--- src/rtl/dpf_pkg.sv ---
package dpf_pkg;
  localparam int CH_N   = 2;
  localparam int ADDR_W = (CH_N > 1) ? $clog2(CH_N) : 1;
  localparam int CH_LINE = 0;
  localparam int CH_PATH = 1;

  // frames used for both nibbles after reset, per channel
  function automatic int rst_frames(input int ch);
    return (ch == CH_LINE) ? 5 : 10;
  endfunction
endpackage

--- src/rtl/dpf_detect.sv ---
module dpf_detect
  import dpf_pkg::*;
(
  input  logic [7:0]      k2_i,
  input  logic [7:0]      g1_i,
  output logic [CH_N-1:0] defect_o
);
  logic unused_bits;
  assign unused_bits = ^{k2_i[7:3], g1_i[7:4], g1_i[1:0]};

  always_comb begin
    defect_o          = '0;
    defect_o[CH_LINE] = (k2_i[2:0] == 3'b110);
    defect_o[CH_PATH] = g1_i[3] | g1_i[2];
  end
endmodule

--- src/rtl/dpf_regs.sv ---
module dpf_regs
  import dpf_pkg::*;
#(
  parameter int NIB_W = 4,
  localparam int DW = 2 * NIB_W
)(
  input  logic                      clk,
  input  logic                      rst,
  input  logic [ADDR_W-1:0]         addr_i,
  input  logic                      wr_i,
  input  logic [DW-1:0]             wdata_i,
  output logic [DW-1:0]             rdata_o,
  output logic [CH_N-1:0][DW-1:0]   thr_o,
  output logic [CH_N-1:0]           wr_ch_o
);
  logic [CH_N-1:0][DW-1:0] thr_q;
  logic [DW-1:0]           rdata_q;

  for (genvar c = 0; c < CH_N; c++) begin : g_thr
    localparam logic [NIB_W-1:0] RST_NIB = NIB_W'(rst_frames(c));
    assign wr_ch_o[c] = wr_i && (addr_i == ADDR_W'(c));
    always_ff @(posedge clk) begin
      if (rst)             thr_q[c] <= {RST_NIB, RST_NIB};
      else if (wr_ch_o[c]) thr_q[c] <= wdata_i;
    end
  end

  always_ff @(posedge clk) begin
    if (rst) rdata_q <= '0;
    else     rdata_q <= thr_q[addr_i];
  end

  assign thr_o   = thr_q;
  assign rdata_o = rdata_q;


  wr_lands_chk: assert property (@(posedge clk) disable iff (rst)
    wr_i |=> thr_q[$past(addr_i)] == $past(wdata_i));
endmodule

--- src/rtl/dpf_persist.sv ---
module dpf_persist #(
  parameter int NIB_W = 4,
  localparam int DW = 2 * NIB_W,
  localparam int CW = NIB_W + 1
)(
  input  logic          clk,
  input  logic          rst,
  input  logic          stb_i,
  input  logic          defect_i,
  input  logic          clr_i,
  input  logic [DW-1:0] thr_i,
  output logic          status_o,
  output logic          irq_o
);
  logic [NIB_W-1:0] cnt_q, lim, eff;
  logic [CW-1:0]    cnt_nx;
  logic             status_q, irq_q;

  always_comb begin
    lim    = status_q ? thr_i[NIB_W-1:0] : thr_i[DW-1:NIB_W];
    eff    = (lim == '0) ? NIB_W'(1) : lim;
    cnt_nx = {1'b0, cnt_q} + CW'(1);
  end

  always_ff @(posedge clk) begin
    if (rst) begin
      cnt_q    <= '0;
      status_q <= 1'b0;
      irq_q    <= 1'b0;
    end else begin
      irq_q <= 1'b0;
      if (clr_i) begin
        cnt_q <= '0;
      end else if (stb_i) begin
        if (defect_i == status_q) begin
          cnt_q <= '0;
        end else if (cnt_nx >= {1'b0, eff}) begin
          status_q <= ~status_q;
          irq_q    <= 1'b1;
          cnt_q    <= '0;
        end else begin
          cnt_q <= cnt_nx[NIB_W-1:0];
        end
      end
    end
  end

  assign status_o = status_q;
  assign irq_o    = irq_q;


  cnt_bound_chk: assert property (@(posedge clk) disable iff (rst)
    cnt_q < eff);

  wr_clears_chk: assert property (@(posedge clk) disable iff (rst)
    clr_i |=> (cnt_q == '0) && $stable(status_q));

  irq_match_chk: assert property (@(posedge clk) disable iff (rst)
    irq_q |-> (status_q != $past(status_q)));

  no_stb_hold_chk: assert property (@(posedge clk) disable iff (rst)
    !stb_i |=> $stable(status_q));

  rise_on_defect_chk: assert property (@(posedge clk) disable iff (rst)
    $rose(status_q) |-> $past(defect_i && stb_i));
endmodule

--- src/rtl/dpf_filter_top.sv ---
module dpf_filter_top
  import dpf_pkg::*;
#(
  parameter int NIB_W = 4,
  localparam int DW = 2 * NIB_W
)(
  input  logic              clk,
  input  logic              rst,
  input  logic              frame_stb,
  input  logic [7:0]        k2_byte,
  input  logic [7:0]        g1_byte,
  input  logic [ADDR_W-1:0] reg_addr,
  input  logic              reg_wr,
  input  logic [DW-1:0]     reg_wdata,
  output logic [DW-1:0]     reg_rdata,
  output logic [CH_N-1:0]   status,
  output logic [CH_N-1:0]   irq
);
  logic [CH_N-1:0]         defect;
  logic [CH_N-1:0][DW-1:0] thr;
  logic [CH_N-1:0]         wr_ch;

  dpf_detect u_detect (
    .k2_i(k2_byte), .g1_i(g1_byte), .defect_o(defect)
  );

  dpf_regs #(.NIB_W(NIB_W)) u_regs (
    .clk(clk), .rst(rst), .addr_i(reg_addr), .wr_i(reg_wr),
    .wdata_i(reg_wdata), .rdata_o(reg_rdata), .thr_o(thr), .wr_ch_o(wr_ch)
  );

  for (genvar c = 0; c < CH_N; c++) begin : g_ch
    dpf_persist #(.NIB_W(NIB_W)) u_persist (
      .clk(clk), .rst(rst), .stb_i(frame_stb), .defect_i(defect[c]),
      .clr_i(wr_ch[c]), .thr_i(thr[c]),
      .status_o(status[c]), .irq_o(irq[c])
    );
  end
endmodule

--- config.mk ---
export PLATFORM = sky130hd
export DESIGN_NAME = dpf_filter_top
export DESIGN_NICKNAME = d
export VERILOG_FILES = /design/src/rtl/dpf_pkg.sv /design/src/rtl/dpf_detect.sv /design/src/rtl/dpf_regs.sv /design/src/rtl/dpf_persist.sv /design/src/rtl/dpf_filter_top.sv
export SDC_FILE = /design/constraint.sdc
export NUM_CORES = 1
export LEC_CHECK = 0
export ABC_AREA = 1
export BUFFER_PORTS_ARGS = -buffer_cell sky130_fd_sc_hd__buf_2
export CAP_MARGIN = 10
export CORE_UTILIZATION = 45
export CTS_BUF_LIST = sky130_fd_sc_hd__clkbuf_2 sky130_fd_sc_hd__clkbuf_4 sky130_fd_sc_hd__clkbuf_8
export DETAILED_ROUTE_END_ITERATION = 12
export PLACE_DENSITY = 0.65
export SLEW_MARGIN = 10
export SYNTH_ARGS = -nofsm -noshare
export SYNTH_HDL_FRONTEND = slang
export SYNTH_HIERARCHICAL = 1
export SYNTH_SLANG_ARGS = --single-unit
--- constraint.sdc ---
create_clock -name clk -period 3.9 [get_ports clk]
set_input_delay 0.78 -clock clk [delete_from_list [all_inputs] [get_ports clk]]
set_output_delay 0.78 -clock clk [all_outputs]
set_load 0.05 [all_outputs]
Word level (Yosys, flattened, before mapping)
Index checks and enable logic that the tools add are counted.
- add/subtract/negate cells: 2
- magnitude comparators: 3
- equal/unequal tests: 3
- multiplexer cells: 12
- bitwise logic cells: 9
- reductions and logical operators: 10
- operator list (cell ; count):
    $mux W4 ; 8
    $mux W8 ; 2
    $add A4 B1 Y5 const B ; 2
    $ge A5 B4 Y1 ; 2
    $logic_not A4 Y1 ; 2
    $not A1 Y1 ; 8
    $reduce_and A4 Y1 ; 2
    $reduce_or A4 Y1 ; 2
    $reduce_or A2 Y1 ; 2
    $eq A3 B3 Y1 const B ; 1
    $eq A1 B1 Y1 ; 2
    $logic_and A1 B1 Y1 ; 2
    $lt A1 B2 Y1 const B ; 1
    $mux W1 ; 2
    $or A1 B1 Y1 ; 1
- flip-flop bits (word level): 36
- bits of input ports: 29
- output and inout bits: 12
- word-level logic and storage cells: 48

Longest topological paths before layout
Gate-level depths: netlist of the first run.
- word-level depth: 6
- gate-level depth with buffers: 14

Cells and area by module
Netlist of the first run, hierarchy kept.
- modules (own cells, without submodules) (module ; times used ; cells an instance ; area an instance (µm²) ; seq. area each (µm²)):
    dpf_persist ; 2 ; 67 ; 494.2 ; 120.1
    dpf_regs ; 1 ; 116 ; 892.1 ; 480.5
    dpf_detect ; 1 ; 3 ; 13.8 ; 0.0

Least setup slack after synthesis of the first run
Ideal clock, no wire load.
- path type: register to register
- from: register g_ch[0].u_persist.status_q
- to: register g_ch[0].u_persist.status_q
- library setup time: 0.115 ns
- arrival time: 1.993 ns
- required time: 3.785 ns
- path slack: 1.792 ns
- stages on the path, launching flop included: 14
- buffers on the path: 1
- period minus slack after synthesis: 2.108 ns
- cells stage by stage: dfxtp_1 -> buf_6 -> mux2i_1 -> nand3_1 -> o21ai_0 -> ha_1 -> inv_1 -> nand2_1 -> nand2_1 -> nand2_1 -> nand2_1 -> nand2_1 -> a21oi_1 -> nor2_1
- word-level cells in the longest chain between the ends: 5
- elaborated cells between the ends (all ways): 8
- those cells by class: 1 x order compare; 1 x eq/ne; 2 x mux; 2 x bitwise; 2 x reduce/logical
- ends and longest elaborated chain (what ; line ; RTL):
    start, declared ; dpf_persist.sv:17 ; logic status_q, irq_q;
    start signal, assigned ; dpf_persist.sv:38 ; status_q <= ~status_q;
    $mux W4 ; dpf_persist.sv:20 ; lim = status_q ? thr_i[NIB_W-1:0] : thr_i[DW-1:NIB_W];
    $logic_not A4 Y1 ; dpf_persist.sv:21 ; eff = (lim == '0) ? NIB_W'(1) : lim;
    $mux W4 ; dpf_persist.sv:21 ;
    $ge A5 B4 Y1 ; dpf_persist.sv:37 ; end else if (cnt_nx >= {1'b0, eff}) begin
    $reduce_and A4 Y1 (no line) ; - ;
Parallel ways exist; a longest one is shown, timed or not.
A chain may end at the register's enable or synchronous reset.

Worst setup path after layout of the first run
Same ends and word-level chain as after synthesis.

==> reports/qor.txt, run 1 <==
Largest net degree at the start of global routing: 25
Core box area: 4030 um^2
Die area: 4470 um^2
Setup repair after global routing missed its margin: no
Period utilization: 54.5%
Internal power: 0.000584 W
Sw Share: 27.5%
Reg area: 721 um^2
Peak VDD IR: 0.291 mV
Worst-path clk slew: 70 ps
Post-layout min period: 2130 ps
Number of global-route vias before repair: 1,575
Placed Cells: 325
Worst-Margin Slew: 628 ps
Multiplexer share of the synthesized area: 3.17%
DR iter-0 viols: 94
Share of Yosys cell area claimed by the top area cell type: 38.0%
Post-DRT Antenna Nets: 0
CP Capture Type: flip-flop
CTS Root Buffer Type: clkbuf_8
CP max FO: 9
Largest cells by area after synthesis: dfxtp_1 (38%), nand2_1 (9.7%), nor2_1 (8.5%)
IO buf count: 29
Nets: 321
Final wirelength: 3820 um
Post-Syn Nets: 292
Min setup slack post-route: 1770 ps
Synthesized area per cell: 7.49 um^2
Number of max-cap violations: 0
Final Core Density: 53.0%
I/O pins: 41
Cts bufs inserted: 5
Adder-cell share of the synthesized area: 6.61%
Layout Skew: 7.89 ps
Simple-Gate Fraction of Synth Area: 33.4%
Pwr Density: 377 nW/um^2
Clock Latency Late Sink: 280 ps
WP data required: 4080 ps
Antenna diodes: 0
First-pass GRT wire length: 6700 um
Hold Startpoint: u_regs/thr_o[4]$_SDFFE_PP1P_
Ys Warns: 6
Status: finished clean
Sequential area share after synthesis: 38.0%
Finished Layout Cells: 333
Die height: 66.9 um
Initial core utilization: 47.0%
Die X: 66.9 um
Launch point of the worst reg-to-reg path: g_ch[0].u_persist/status_o$_SDFFE_PP0P_
Layout area overhead: 12.8%
Most common cell in the synthesized netlist: nand2_1
Synth Flop Type: dfxtp_1
# resized after CTS: 0
CP startpoint: g_ch[0].u_persist/status_o$_SDFFE_PP0P_
Pre-CTS setup slack: 1770 ps
Setup TNS: 0 ps
Crit path kind: reg2reg
Post-synthesis async set-or-reset flop share: 0%
Final setup violation count: 0
Largest family of logic cells by synthesized area: simple AND/OR/NAND/NOR gates
Area of the multi-input gates: 998 um^2
Clock Sinks: 36
Vias: 1,637
Slew Limit Headroom: 58.1%
GR Overflow Total: 0
Initial antenna violation count: 0
Routability cong.: 0.859
CTS tree: yes
Yosys reg bits: 36
Synth Area in Compound Gates: 8.59%
Post-route DRC: 0
Most frequent cells after synthesis: nand2_1 (49), nor2_1 (43), dfxtp_1 (36)
Vias per inst: 4.92
CTS Hold Bufs: 0
Max Freq: 471 MHz
Mapped Area: 1890 um^2
Worst Setup Start Kind: flip-flop
DP HPWL: 2930 um
Number of cell rows: 23
Total GRT Usage: 19.9%
Syn Inst Count: 253
Routed len/inst: 11.5 um
Layout fillers: 424
Lkg Pwr: 1.03 nW
Sequential Power Share: 49.6%
XOR/XNOR Fraction of Synth Area: 0.925%
Pre-antenna DRT Iters: 6
Synth area leader: dfxtp_1
HP Class: reg2reg
Clock H-tree levels: 2
Setup Fix Bufs, Post-CTS: 0
Final hold violation count: 0
Net Sw Power: 0.000221 W
Comb pwr share: 15.3%
Data arrival time of the critical path: 2310 ps
Layout cells sized above 1: 19.4%
Fin. max-slew vios: 0
EDFF count, synth: 0
Clock Tree Buf Depth: 2
Clock power frac: 35.1%
Cell variety after synth: 22
## through the flow
stage	instance area [um^2]	hold WS [ps]	power (W)
2_1_floorplan	1890	445	0.000502
3_5_place_dp	2040	470	0.000532
6_report	2140	484	0.000806
3_3_place_gp	2040	469	0.000531
4_1_cts	2140	487	0.000815
5_1_grt	2140	524	0.000852
## cell type report
cell class	count	share of cell area [%]
clock buffer	8	4.57
inverter	28	5.27
multi-input combinational	182	46.7
sequential	36	33.7
tap	50	2.93
timing repair buffer	29	6.79
## power by group through the flow
| stage | logic [W] | clock network [W] | registers, W |
|---|---|---|---|
| 3_5_place_dp | 0.000124 | 0 | 0.000408 |
| 2_1_floorplan | 0.0000738 | 0 | 0.000428 |
| 4_1_cts | 0.000125 | 0.000290 | 0.000400 |
| 5_1_grt | 0.000142 | 0.000308 | 0.000402 |
| 6_report | 0.000123 | 0.000283 | 0.000400 |
| 3_3_place_gp | 0.000123 | 0 | 0.000408 |
## placed cells by master, fill, tap and decap left out
cell type  instances
nand3_1           24
mux2i_1            6
buf_2             29
or2_1              1
clkbuf_8           6
ha_1              10
inv_4              3
inv_1             21
a21oi_1           12
clkbuf_4           2
o21ai_0           16
nand2_4            4
dfxtp_1           36
nand2_1           49
nor2_4             3
nand4_1            8
xor2_1             2
nor3_4             2
inv_2              4
nor2_1            43
o21bai_2           2
## flip-flops by register name (all words and copies together), names as in the netlist
name,flops
g_ch.u_persist/status_o,2
g_ch.u_persist/cnt_q,8
u_regs/thr_o,16
g_ch.u_persist/irq_o,2
u_regs/rdata_o,8
## worst paths after layout
kind	endpoint	slack, ps	depth (start not counted)
setup / recovery	g_ch[0].u_persist/status_o$_SDFFE_PP0P_	1770	12
hold / removal	u_regs/thr_o[4]$_SDFFE_PP1P_	480	2
setup reg to reg	g_ch[0].u_persist/status_o$_SDFFE_PP0P_	1770	12
hold reg to reg	u_regs/thr_o[4]$_SDFFE_PP1P_	480	2
## worst max-delay path, stage by stage, from the launching register on
cell and delay (ps):
dfxtp_1 590, mux2i_1 340, nand3_1 100, o21ai_0 90, ha_1 250, inv_1 50, nand2_1 40, nand2_1 60
nand2_1 40, nand2_1 150, nand2_1 120, a21oi_1 140, nor2_1 60
## cells by family (layout without fill, tap and decap cells)
logic type | after synthesis | after routing
adders and majority gates | 10 | 10
buffers and inverters | 35 | 65
AOI/OAI and AO/OA | 30 | 30
and+or+nand+nor | 134 | 134
xor gates and xnor gates | 2 | 2
muxes | 6 | 6
DFF | 36 | 36
## routing by layer
| metal | global-route usage (%) | share of wire (%) | vias up |
|---|---|---|---|
| met4 | 5.59 | 1.0 | 0 |
| met3 | 5.82 | 4.9 | 6 |
| met1 | 25.2 | 51 | 717 |
| met2 | 32.4 | 43 | 32 |
| li1 | - | - | 882 |
| met5 | 0 | 0 | - |
Note: power is estimated with default switching activity, not from simulation.
==> run 2, diff against run 1 <==
Clock period 3.9 ns to 2.1 ns, I/O delays scaled along.
==> reports/qor.txt, run 2 (synthesis gave the netlist of run 1 again) <==
Post-route DRC: 0 (unchanged)
Pwr Density: 675 nW/um^2 (+79%)
Commonest non-fill, non-tap cell in the layout: nand2_1
Total GRT Usage: 20.4% (+0.49 points)
Core box area: 4030 um^2 (unchanged)
DP HPWL: 3020 um (+3.4%)
Antenna diodes: 0 (unchanged)
Layout Skew: 5.48 ps (-2.41 ps)
Vias per inst: 4.98 (+1.3%)
Die X: 66.9 um (unchanged)
Fin. max-slew vios: 0 (unchanged)
Clock Latency Late Sink: 290 ps (about the same)
Lkg Pwr: 1.05 nW (+1.9%)
Die area: 4470 um^2 (unchanged)
HP Class: in2reg
IO buf count: 29 (unchanged)
Nets: 326 (+1.6%)
CTS Hold Bufs: 0 (unchanged)
Number of cell rows: 23 (unchanged)
Final Core Density: 53.6% (+0.59 points)
Peak VDD IR: 0.374 mV (+28%)
Clock H-tree levels: 2 (unchanged)
DR iter-0 viols: 99 (+5.3%)
Pre-antenna DRT Iters: 4 (-2)
Clock Tree Buf Depth: 2 (unchanged)
Worst Setup Start Kind: flip-flop
Largest net degree at the start of global routing: 22 (-12%)
Number of global-route vias before repair: 1,476 (-6.3%)
GR Overflow Total: 0 (unchanged)
Post-route cell area: 2160 um^2 (+1.1%)
Layout fillers: 418 (-1.4%)
Vias: 1,678 (+2.5%)
I/O pins: 41 (unchanged)
Worst-Margin Slew: 509 ps (-119 ps)
Setup TNS: 0 ps (unchanged)
Crit path kind: reg2reg
Worst-path clk slew: 70 ps (about the same)
Final hold violation count: 0 (unchanged)
Status: finished clean
Post-DP Area: 2080 um^2 (+2.0%)
# resized after CTS: 0 (unchanged)
Setup Fix Bufs, Post-CTS: 0 (unchanged)
CP max FO: 5 (-4)
Period utilization: 90.7% (+36 points)
Setup repair after global routing missed its margin: no
Routability cong.: 0.785 (-8.6%)
Final wirelength: 3950 um (+3.4%)
CTS tree: yes
Initial core utilization: 47.0% (unchanged)
Data arrival time of the critical path: 2090 ps (-220 ps)
Reg area: 723 um^2 (+0.35%)
Slew Limit Headroom: 66.0% (+7.9 points)
Max Freq: 525 MHz (+12%)
First-pass GRT wire length: 6640 um (-0.82%)
CP Capture Type: flip-flop
Commonest cells after routing, fill and taps aside: nand2_1 (49), nor2_1 (43), dfxtp_1 (34)
Layout area overhead: 14.1%
Cts bufs inserted: 5 (unchanged)
Routed len/inst: 11.7 um (+2.2%)
Final setup violation count: 0 (unchanged)
Clock Sinks: 36 (unchanged)
Area of the multi-input gates: 998 um^2 (unchanged)
Post-DRT Antenna Nets: 0 (unchanged)
Initial antenna violation count: 0 (unchanged)
Post-layout min period: 1900 ps (-220 ps)
Die height: 66.9 um (unchanged)
Layout cells sized above 1: 21.3% (+1.8 points)
Max FFs per register: 16 (unchanged)
WP data required: 2280 ps (-1800 ps)
Number of max-cap violations: 0 (unchanged)
CTS Root Buffer Type: clkbuf_8
[run 2: power breakdown]
group          internal, W  switching [W]
sequential        0.000719      0.0000199
clock             0.000238       0.000241
combinational    0.0000777       0.000162
total              0.00103       0.000423
[run 2: per-stage QoR]
stage / worst slack [ps] / power [W] / cells / hold slack [ps]
detailed placement: 203 / 0.000994 / 330 / 473
finish: 195 / 0.00146 / 337 / 341
CTS: 200 / 0.00148 / 337 / 334
floorplan: 164 / 0.000932 / 253 / 445
global placement: 214 / 0.000991 / 330 / 470
global route: 32.7 / 0.00154 / 337 / 339
[run 2: final timing paths]
| path | startpoint | cells after the start | slack [ps] | end |
|---|---|---|---|---|
| hold reg to reg | g_ch[0].u_persist/cnt_q[3]$_SDFFE_PP0P_ | 2 | 480 | g_ch[0].u_persist/cnt_q[3]$_SDFFE_PP0P_ |
| setup reg to reg | g_ch[0].u_persist/status_o$_SDFFE_PP0P_ | 12 | 200 | g_ch[0].u_persist/status_o$_SDFFE_PP0P_ |
| hold / removal | reg_wdata[7] | 3 | 340 | u_regs/thr_o[15]$_SDFFE_PP1P_ |
| setup / recovery | g_ch[0].u_persist/status_o$_SDFFE_PP0P_ | 12 | 200 | g_ch[0].u_persist/status_o$_SDFFE_PP0P_ |
[run 2: layer usage]
layer	up-vias	track usage, %	wire [um]	share of wire, %
li1	887	-	-	-
met1	742	26.5	1930	49
met2	42	30.2	1750	44
met3	7	7.36	214	5.4
met4	0	8.24	58	1.5
met5	-	0	0	0
[run 2: final cells by class]
class / count / share of cell area, %
Clock buffer: 6 / 3.53
Clock inverter: 1 / 0.232
Inverter: 28 / 5.21
Multi-Input combinational cell: 182 / 46.2
Sequential cell: 36 / 33.5
Tap cell: 50 / 2.90
Timing Repair Buffer: 34 / 8.45
[run 2: critical path, cell delays in order (launching register included)]
cell,delay [ps]
dfxtp_2,390
mux2i_1,270
nand3_1,120
o21ai_0,90
ha_1,250
inv_1,50
nand2_1,40
nand2_1,60
nand2_1,40
nand2_1,140
nand2_1,130
a21oi_1,150
nor2_1,60
